## config.mk

```make
export PLATFORM = sky130hd
export DESIGN_NAME = rxmsg_top
export DESIGN_NICKNAME = d
export VERILOG_FILES = /design/src/rtl/rxmsg_pkg.sv /design/src/rtl/rxmsg_ctl.sv /design/src/rtl/rxmsg_dp.sv /design/src/rtl/rxmsg_top.sv
export SDC_FILE = /design/constraint.sdc
export NUM_CORES = 1
export LEC_CHECK = 0
export BUFFER_PORTS_ARGS = -buffer_cell sky130_fd_sc_hd__buf_2
export CORE_UTILIZATION = 48
export DETAILED_ROUTE_END_ITERATION = 10
export GPL_TIMING_DRIVEN = 1
export PLACE_DENSITY_LB_ADDON = 0.08
export SLEW_MARGIN = 10
export SYNTH_ARGS = -nofsm -noshare
export SYNTH_HDL_FRONTEND = slang
export SYNTH_SLANG_ARGS = --single-unit
```

## constraint.sdc

```tcl
create_clock -name clk -period 2.2 [get_ports clk]
set_clock_uncertainty 0.2 [all_clocks]
set_input_delay 0.44 -clock clk [delete_from_list [all_inputs] [get_ports clk]]
set_output_delay 0.44 -clock clk [all_outputs]
set_load 0.05 [all_outputs]
```

## src/rtl/rxmsg_pkg.sv

```systemverilog
package rxmsg_pkg;
  typedef enum logic [1:0] {
    ST_IDLE  = 2'd0,
    ST_FIRST = 2'd1,
    ST_PASS  = 2'd2,
    ST_WATCH = 2'd3
  } rxState_e;

  typedef struct packed {
    logic passFrame;
    logic setMatch;
    logic clrMatch;
    logic winRestart;
    logic winStep;
    logic raiseLta;
    logic raiseErr;
  } ctlStb_t;
endpackage

```

## src/rtl/rxmsg_ctl.sv

```systemverilog
module rxmsg_ctl
  import rxmsg_pkg::*;
(
  input  logic    clk,
  input  logic    rstN,
  input  logic    promisc,
  input  logic    startDet,
  input  logic    frameValid,
  input  logic    frameErr,
  input  logic    syncLoss,
  input  logic    lineActive,
  input  logic    bitTick,
  input  logic    addrHit,
  input  logic    winLast,
  input  logic    matched,
  output ctlStb_t stb,
  output logic    rxActive
);
  rxState_e state, nextState;

  always_ff @(posedge clk or negedge rstN) begin
    if (!rstN) state <= ST_IDLE;
    else       state <= nextState;
  end

  always_comb begin
    nextState = state;
    stb       = '0;
    unique case (state)
      ST_IDLE: begin
        if (startDet) begin
          nextState    = ST_FIRST;
          stb.clrMatch = 1'b1;
        end
      end
      ST_FIRST: begin
        if (frameValid) begin
          if (promisc || addrHit) begin
            stb.passFrame = 1'b1;
            stb.setMatch  = 1'b1;
            nextState     = ST_PASS;
          end else if (frameErr) begin
            stb.passFrame = 1'b1;
            nextState     = ST_PASS;
          end else begin
            nextState = ST_IDLE;
          end
        end
      end
      ST_PASS: begin
        if (frameValid) begin
          stb.passFrame = 1'b1;
        end else if (syncLoss) begin
          stb.winRestart = 1'b1;
          nextState      = ST_WATCH;
        end
      end
      ST_WATCH: begin
        if (!lineActive) begin
          stb.raiseLta = matched;
          nextState    = ST_IDLE;
        end else if (syncLoss) begin
          stb.winRestart = 1'b1;
        end else if (bitTick) begin
          if (winLast) begin
            stb.raiseErr = 1'b1;
            nextState    = ST_IDLE;
          end else begin
            stb.winStep = 1'b1;
          end
        end
      end
      default: nextState = ST_IDLE;
    endcase
  end

  assign rxActive = (state != ST_IDLE);
endmodule

```

## src/rtl/rxmsg_dp.sv

```systemverilog
module rxmsg_dp
  import rxmsg_pkg::*;
#(
  parameter int ADDR_W    = 3,
  parameter int WIN_TICKS = 11
) (
  input  logic              clk,
  input  logic              rstN,
  input  ctlStb_t           stb,
  input  logic [ADDR_W-1:0] frameAddr,
  input  logic [ADDR_W-1:0] stationAddr,
  output logic              addrHit,
  output logic              winLast,
  output logic              matched,
  output logic              passStrobe,
  output logic              endOfMsg,
  output logic              turnAround,
  output logic              syncErr
);
  localparam int CNT_W = (WIN_TICKS > 1) ? $clog2(WIN_TICKS) : 1;
  localparam logic [CNT_W-1:0] LAST_CNT = CNT_W'(WIN_TICKS - 1);
  localparam logic [ADDR_W-1:0] EOM_ADDR = '1;

  logic [CNT_W-1:0] winCnt;

  assign addrHit = (frameAddr == stationAddr);
  assign winLast = (winCnt == LAST_CNT);

  always_ff @(posedge clk or negedge rstN) begin
    if (!rstN) begin
      winCnt <= '0;
    end else if (stb.winRestart) begin
      winCnt <= '0;
    end else if (stb.winStep) begin
      winCnt <= winCnt + 1'b1;
    end
  end

  always_ff @(posedge clk or negedge rstN) begin
    if (!rstN)             matched <= 1'b0;
    else if (stb.clrMatch) matched <= 1'b0;
    else if (stb.setMatch) matched <= 1'b1;
  end

  always_ff @(posedge clk or negedge rstN) begin
    if (!rstN) begin
      passStrobe <= 1'b0;
      endOfMsg   <= 1'b0;
      turnAround <= 1'b0;
      syncErr    <= 1'b0;
    end else begin
      passStrobe <= stb.passFrame;
      endOfMsg   <= stb.passFrame && (frameAddr == EOM_ADDR);
      turnAround <= stb.raiseLta;
      syncErr    <= stb.raiseErr;
    end
  end
endmodule

```

## src/rtl/rxmsg_top.sv

```systemverilog
module rxmsg_top
  import rxmsg_pkg::*;
#(
  parameter int ADDR_W    = 3,
  parameter int WIN_TICKS = 11
) (
  input  logic              clk,
  input  logic              rstN,
  input  logic              promisc,
  input  logic [ADDR_W-1:0] stationAddr,
  input  logic              startDet,
  input  logic              frameValid,
  input  logic [ADDR_W-1:0] frameAddr,
  input  logic              frameErr,
  input  logic              syncLoss,
  input  logic              lineActive,
  input  logic              bitTick,
  output logic              rxActive,
  output logic              passStrobe,
  output logic              endOfMsg,
  output logic              turnAround,
  output logic              syncErr
);
  ctlStb_t stb;
  logic    addrHit, winLast, matched;

  rxmsg_ctl u_ctl (
    .clk(clk), .rstN(rstN), .promisc(promisc), .startDet(startDet),
    .frameValid(frameValid), .frameErr(frameErr), .syncLoss(syncLoss),
    .lineActive(lineActive), .bitTick(bitTick), .addrHit(addrHit),
    .winLast(winLast), .matched(matched), .stb(stb), .rxActive(rxActive)
  );

  rxmsg_dp #(.ADDR_W(ADDR_W), .WIN_TICKS(WIN_TICKS)) u_dp (
    .clk(clk), .rstN(rstN), .stb(stb), .frameAddr(frameAddr),
    .stationAddr(stationAddr), .addrHit(addrHit), .winLast(winLast),
    .matched(matched), .passStrobe(passStrobe), .endOfMsg(endOfMsg),
    .turnAround(turnAround), .syncErr(syncErr)
  );
endmodule

```

---- Yosys cells after proc, flatten, opt, wreduce, memory -nomap -nowiden ----
Index checks and enable logic that the tools add are counted.
storage, ports and cells
  bits in registers ....................... 11
  latch bits .............................. 0
  memory bits (writable) .................. 0
  memory bits (read-only) ................. 0
  bits of input ports ..................... 15
  output and inout port bits .............. 5
  logic and storage cells ................. 65
  memories kept ........................... 0
operators by class
  $add $sub $neg .......................... 1
  $mul .................................... 0
  div/mod/pow operators ................... 0
  magnitude comparators ................... 0
  equality and inequality tests ........... 13
  shifts and indexed selects .............. 0
  mux-type cells .......................... 37
  bitwise operators ....................... 0
  reduce and logical (&&, ||, !) cells .... 7
operator list
  cell                                                                      number
  2-bit two-way mux                                                         12
  1-bit two-way mux                                                         19
  4-bit two-way mux                                                         2
  2-bit inequality test (second input constant)                             4
  2-bit one-hot mux with 4 select lines                                     1
  7-bit AND reduction                                                       1
  3-bit inequality test (second input constant)                             2
  2-bit nonzero test                                                        3
  4-bit by 1-bit adder with 4-bit output (second input constant)            1
  2-bit == test (second input constant)                                     2
  4-bit == test (second input constant)                                     1
  1-bit one-hot mux with 2 select lines                                     2
  3-bit == test                                                             1
  3-bit == test (second input constant)                                     1
  3-bit two-way mux                                                         1
  3-bit by 2-bit inequality test with 1-bit output (second input constant)  1
  2-bit by 1-bit == test with 1-bit output (second input constant)          1
  2-bit logical NOT                                                         1
  1-bit logical AND                                                         1
  1-bit logical OR                                                          1

---- Depth between registers and ports, before layout ----
  depth in word-level cells ............... 8
  gate-level depth with buffers ........... 6

---- Modules after synthesis ----
A second synthesis with hierarchy kept.
second synthesis, totals
  cells, all modules ...................... 67
  area, all modules ....................... 703.2 µm²
modules (own cells, without submodules)
  module     instances  cells each  area each (µm²)
  rxmsg_dp   1          33          394.1
  rxmsg_ctl  1          34          309.0

---- Worst setup path before layout ----
No wires, ideal clock.
  kind .................................... register to register
  start point ............................. register (tool-made name)
  end point ............................... register (tool-made name)
  data arrival time ....................... 1500 ps
  data required time ...................... 1873 ps
  path slack .............................. 373 ps
  cell stages (with the launch flop) ...... 6
  path buffers ............................ 0
  period minus slack after synthesis ...... 1827 ps
  cells stage by stage .................... dfrtp_1 -> inv_1 -> ha_1 -> a222oi_1 -> nand3_1 -> mux2_1

==> results.json <==
{
  "synth_top_area_cell": "dfrtp_1",
  "ys_types": 28,
  "drv_cap": 0,
  "cp_slowest_cell": "a222oi_1",
  "synthTopCellsByArea": "dfrtp_1 (42%), ha_1 (13%), xor2_1 (6.6%)",
  "tightest_slew_ps": 456,
  "comb_power_share": 0.466,
  "drt_first_pass_iters": 7,
  "grt_overflow": 0,
  "failed_checks": "DRC",
  "worst_setup_path_start_kind": "flop",
  "cts_root_buf": "clkbuf_4",
  "slew_viol_final": 0,
  "gr-usage-all-layers": 0.198,
  "synth_nets": 85,
  "criticalPathCategory": "flop to flop",
  "min_from": "promisc",
  "hold_path.class": "primary input to flop",
  "io_buffers": 19,
  "vias": 545,
  "htree_levels": 1,
  "die-width_um": 39.1,
  "min_to": "u_dp.matched",
  "mostFrequentLayoutCells": "buf_2 (19), dfrtp_1 (11), inv_1 (7), ha_1 (7), xor2_1 (5)",
  "crit_path_end_kind": "flop",
  "vdd_drop_max_mv": 0.595,
  "cp_cell_sequence": "inv_1 > ha_1 > a222oi_1 > nand3_1 > mux2_1",
  "worstPathMaxFanout": 4,
  "nNetsFinal": 110,
  "finalHoldViolCount": 0,
  "syn_inst": 63,
  "num_antenna_cells": 0,
  "pin_count": 20,
  "dieArea_um2": 1530,
  "yosys_register_bits": 11,
  "drcViolationCount": 2,
  "netSwitchingFraction": 0.425,
  "p_seq_frac": 0.368,
  "cp_top_family": "compound AO/OA/AOI/OAI gates",
  "cts_buffer_depth": 2,
  "p_sw_mw": 0.352,
  "dieHeight_um": 39.1,
  "p_leak_nw": 0.439,
  "final_common_cell": "buf_2",
  "cts_sinks": 11,
  "clk_pin_slew_ps": 70,
  "fin_crit_sh": 0.911,
  "grt_pass1_wl_mm": 1.99,
  "intPower_mw": 0.476,
  "synth-seq-area-share": 0.417,
  "synth_top_area_frac": 0.417,
  "synth_warnings": 0,
  "hpwlAfterDp_um": 969,
  "ff2ff_path_depth": 5,
  "slew_headroom": 0.696,
  "placementRows": 13,
  "fin_crit_ps": 2000,
  "routed_wl_mm": 1.21,
  "cts_resized": 0,
  "crit_buf_inv": 1,
  "synthToLayoutAreaGrowth_pct": 22.7,
  "syn_avg_cell_area_um2": 10.5,
  "netlist_area_um2": 661,
  "start_util": 0.514,
  "drt_iter0_drc": 5,
  "wl_per_cell_um": 11.8,
  "outcome": "finished, violations left",
  "p_clk_frac": 0.166,
  "cts_tree": "yes",
  "layout-drive-gt1-share": 0.287,
  "powerDensity_nw_per_um2": 1020,
  "clock_latency_ps": 260,
  "setup_viol": 0,
  "grt_max_degree": 12,
  "grt_pass1_vias": 477,
  "cts_made_buffers": 3,
  "fin_setup_tns_ps": 0,
  "rrSetupSlack_ps": 200,
  "min_path_cells": 2,
  "core_area_um2": 1280,
  "power_mw": 0.828,
  "crit_arrival_ps": 1950,
  "required_ps": 2150,
  "cpPeakStageDelay_ps": 490,
  "rsz0062_at_grt": "no",
  "ant_nets": 0,
  "antenna_found_initial": 0,
  "gp_congestion": 0.733,
  "timing.fmax_mhz": 499,
  "vias_per_cell": 5.34
}
-- power by group through the flow --
stage	clock network [mW]	registers [mW]	logic, mW
after floorplan	0	0.330	0.268
after global placement	0	0.306	0.382
after detailed placement	0	0.309	0.388
after CTS	0.140	0.305	0.392
after global routing	0.153	0.318	0.437
final	0.138	0.305	0.386
-- flip-flops by register name (all words and copies together), names as in the netlist, named ones only --
signal,count
u_dp.winCnt,4
u_ctl.state,1
u_dp.endOfMsg,1
u_dp.matched,1
u_dp.passStrobe,1
u_dp.syncErr,1
u_dp.turnAround,1
-- what timing repair did --
| item | CTS | global route |
|---|---|---|
| setup endpoints to repair | 0 | 0 |
| hold buffers | 1 | 0 |
| hold endpoints to repair | 11 | 0 |
| setup buffers | 0 | 0 |
-- cells in the mapped netlist --
| cell type | n |
|---|---|
| a21oi_1 | 4 |
| mux2_1 | 1 |
| xnor2_1 | 1 |
| o41ai_2 | 1 |
| o21ai_0 | 1 |
| o311ai_2 | 1 |
| inv_1 | 7 |
| and3b_1 | 1 |
| dfrtp_1 | 11 |
| nand2b_1 | 1 |
| a222oi_1 | 1 |
| nand2_1 | 2 |
| a31oi_1 | 1 |
| and4_1 | 1 |
| nand3b_1 | 1 |
| o31a_1 | 1 |
| and4b_1 | 1 |
| nand4_1 | 1 |
| xor2_1 | 5 |
| nand3_1 | 2 |
| nor3_1 | 1 |
| nor2_1 | 4 |
| or2_1 | 1 |
| inv_2 | 1 |
| nor2b_1 | 2 |
| a22oi_1 | 1 |
| o211a_1 | 1 |
| ha_1 | 7 |
-- through the flow --
step | area, µm² | setup WS (ps) | hold slack [ps] | std cells | util
floorplan | 661 | 373 | -55.6 | 63 | -
global placement | 774 | 281 | 122 | 97 | 0.603
detailed placement | 774 | 231 | 124 | 97 | 0.603
CTS | 811 | 187 | 234 | 102 | 0.631
global route | 811 | 4.59 | 229 | 102 | 0.631
finish | 811 | 196 | 227 | 102 | 0.631
-- how the worst max path moves through the flow --
stage	from	endpoint	depth (start not counted)
2_1_floorplan	flop	flop	5
3_3_place_gp	u_ctl.state[0]	flop	5
3_5_place_dp	flop	flop	5
4_1_cts	flop	flop	5
5_1_grt	flop	flop	5
6_report	flop	flop	5
-- cell families (layout without fill, tap and decap cells) --
kind of cell | count (synthesis) | count (layout) | synth area share
XOR/XNOR | 6 | 6 | 0.0795
AO/OA/AOI/OAI | 12 | 12 | 0.152
AND/OR/NAND/NOR | 18 | 18 | 0.157
multiplexers | 1 | 1 | 0.0170
buffers and inverters | 8 | 32 | 0.0455
adder cells (fa/ha/maj) | 7 | 7 | 0.133
flip-flops | 11 | 11 | 0.417
-- layout make-up --
class | count | area (µm²)
Fill cell | 110 | 474
Multi-Input combinational cell | 44 | 355
Sequential cell | 11 | 275
Timing Repair Buffer | 20 | 105
Inverter | 8 | 30.0
Clock buffer | 4 | 26.3
Tap cell | 15 | 18.8
-- metal layers --
metal	vias up	track usage	wire, µm
met3	0	0.0520	62
met5	-	0	0
met1	254	0.227	511
met4	0	0.0776	0
li1	269	-	-
met2	22	0.346	632
No activity file was read; power rests on OpenSTA's default activity.
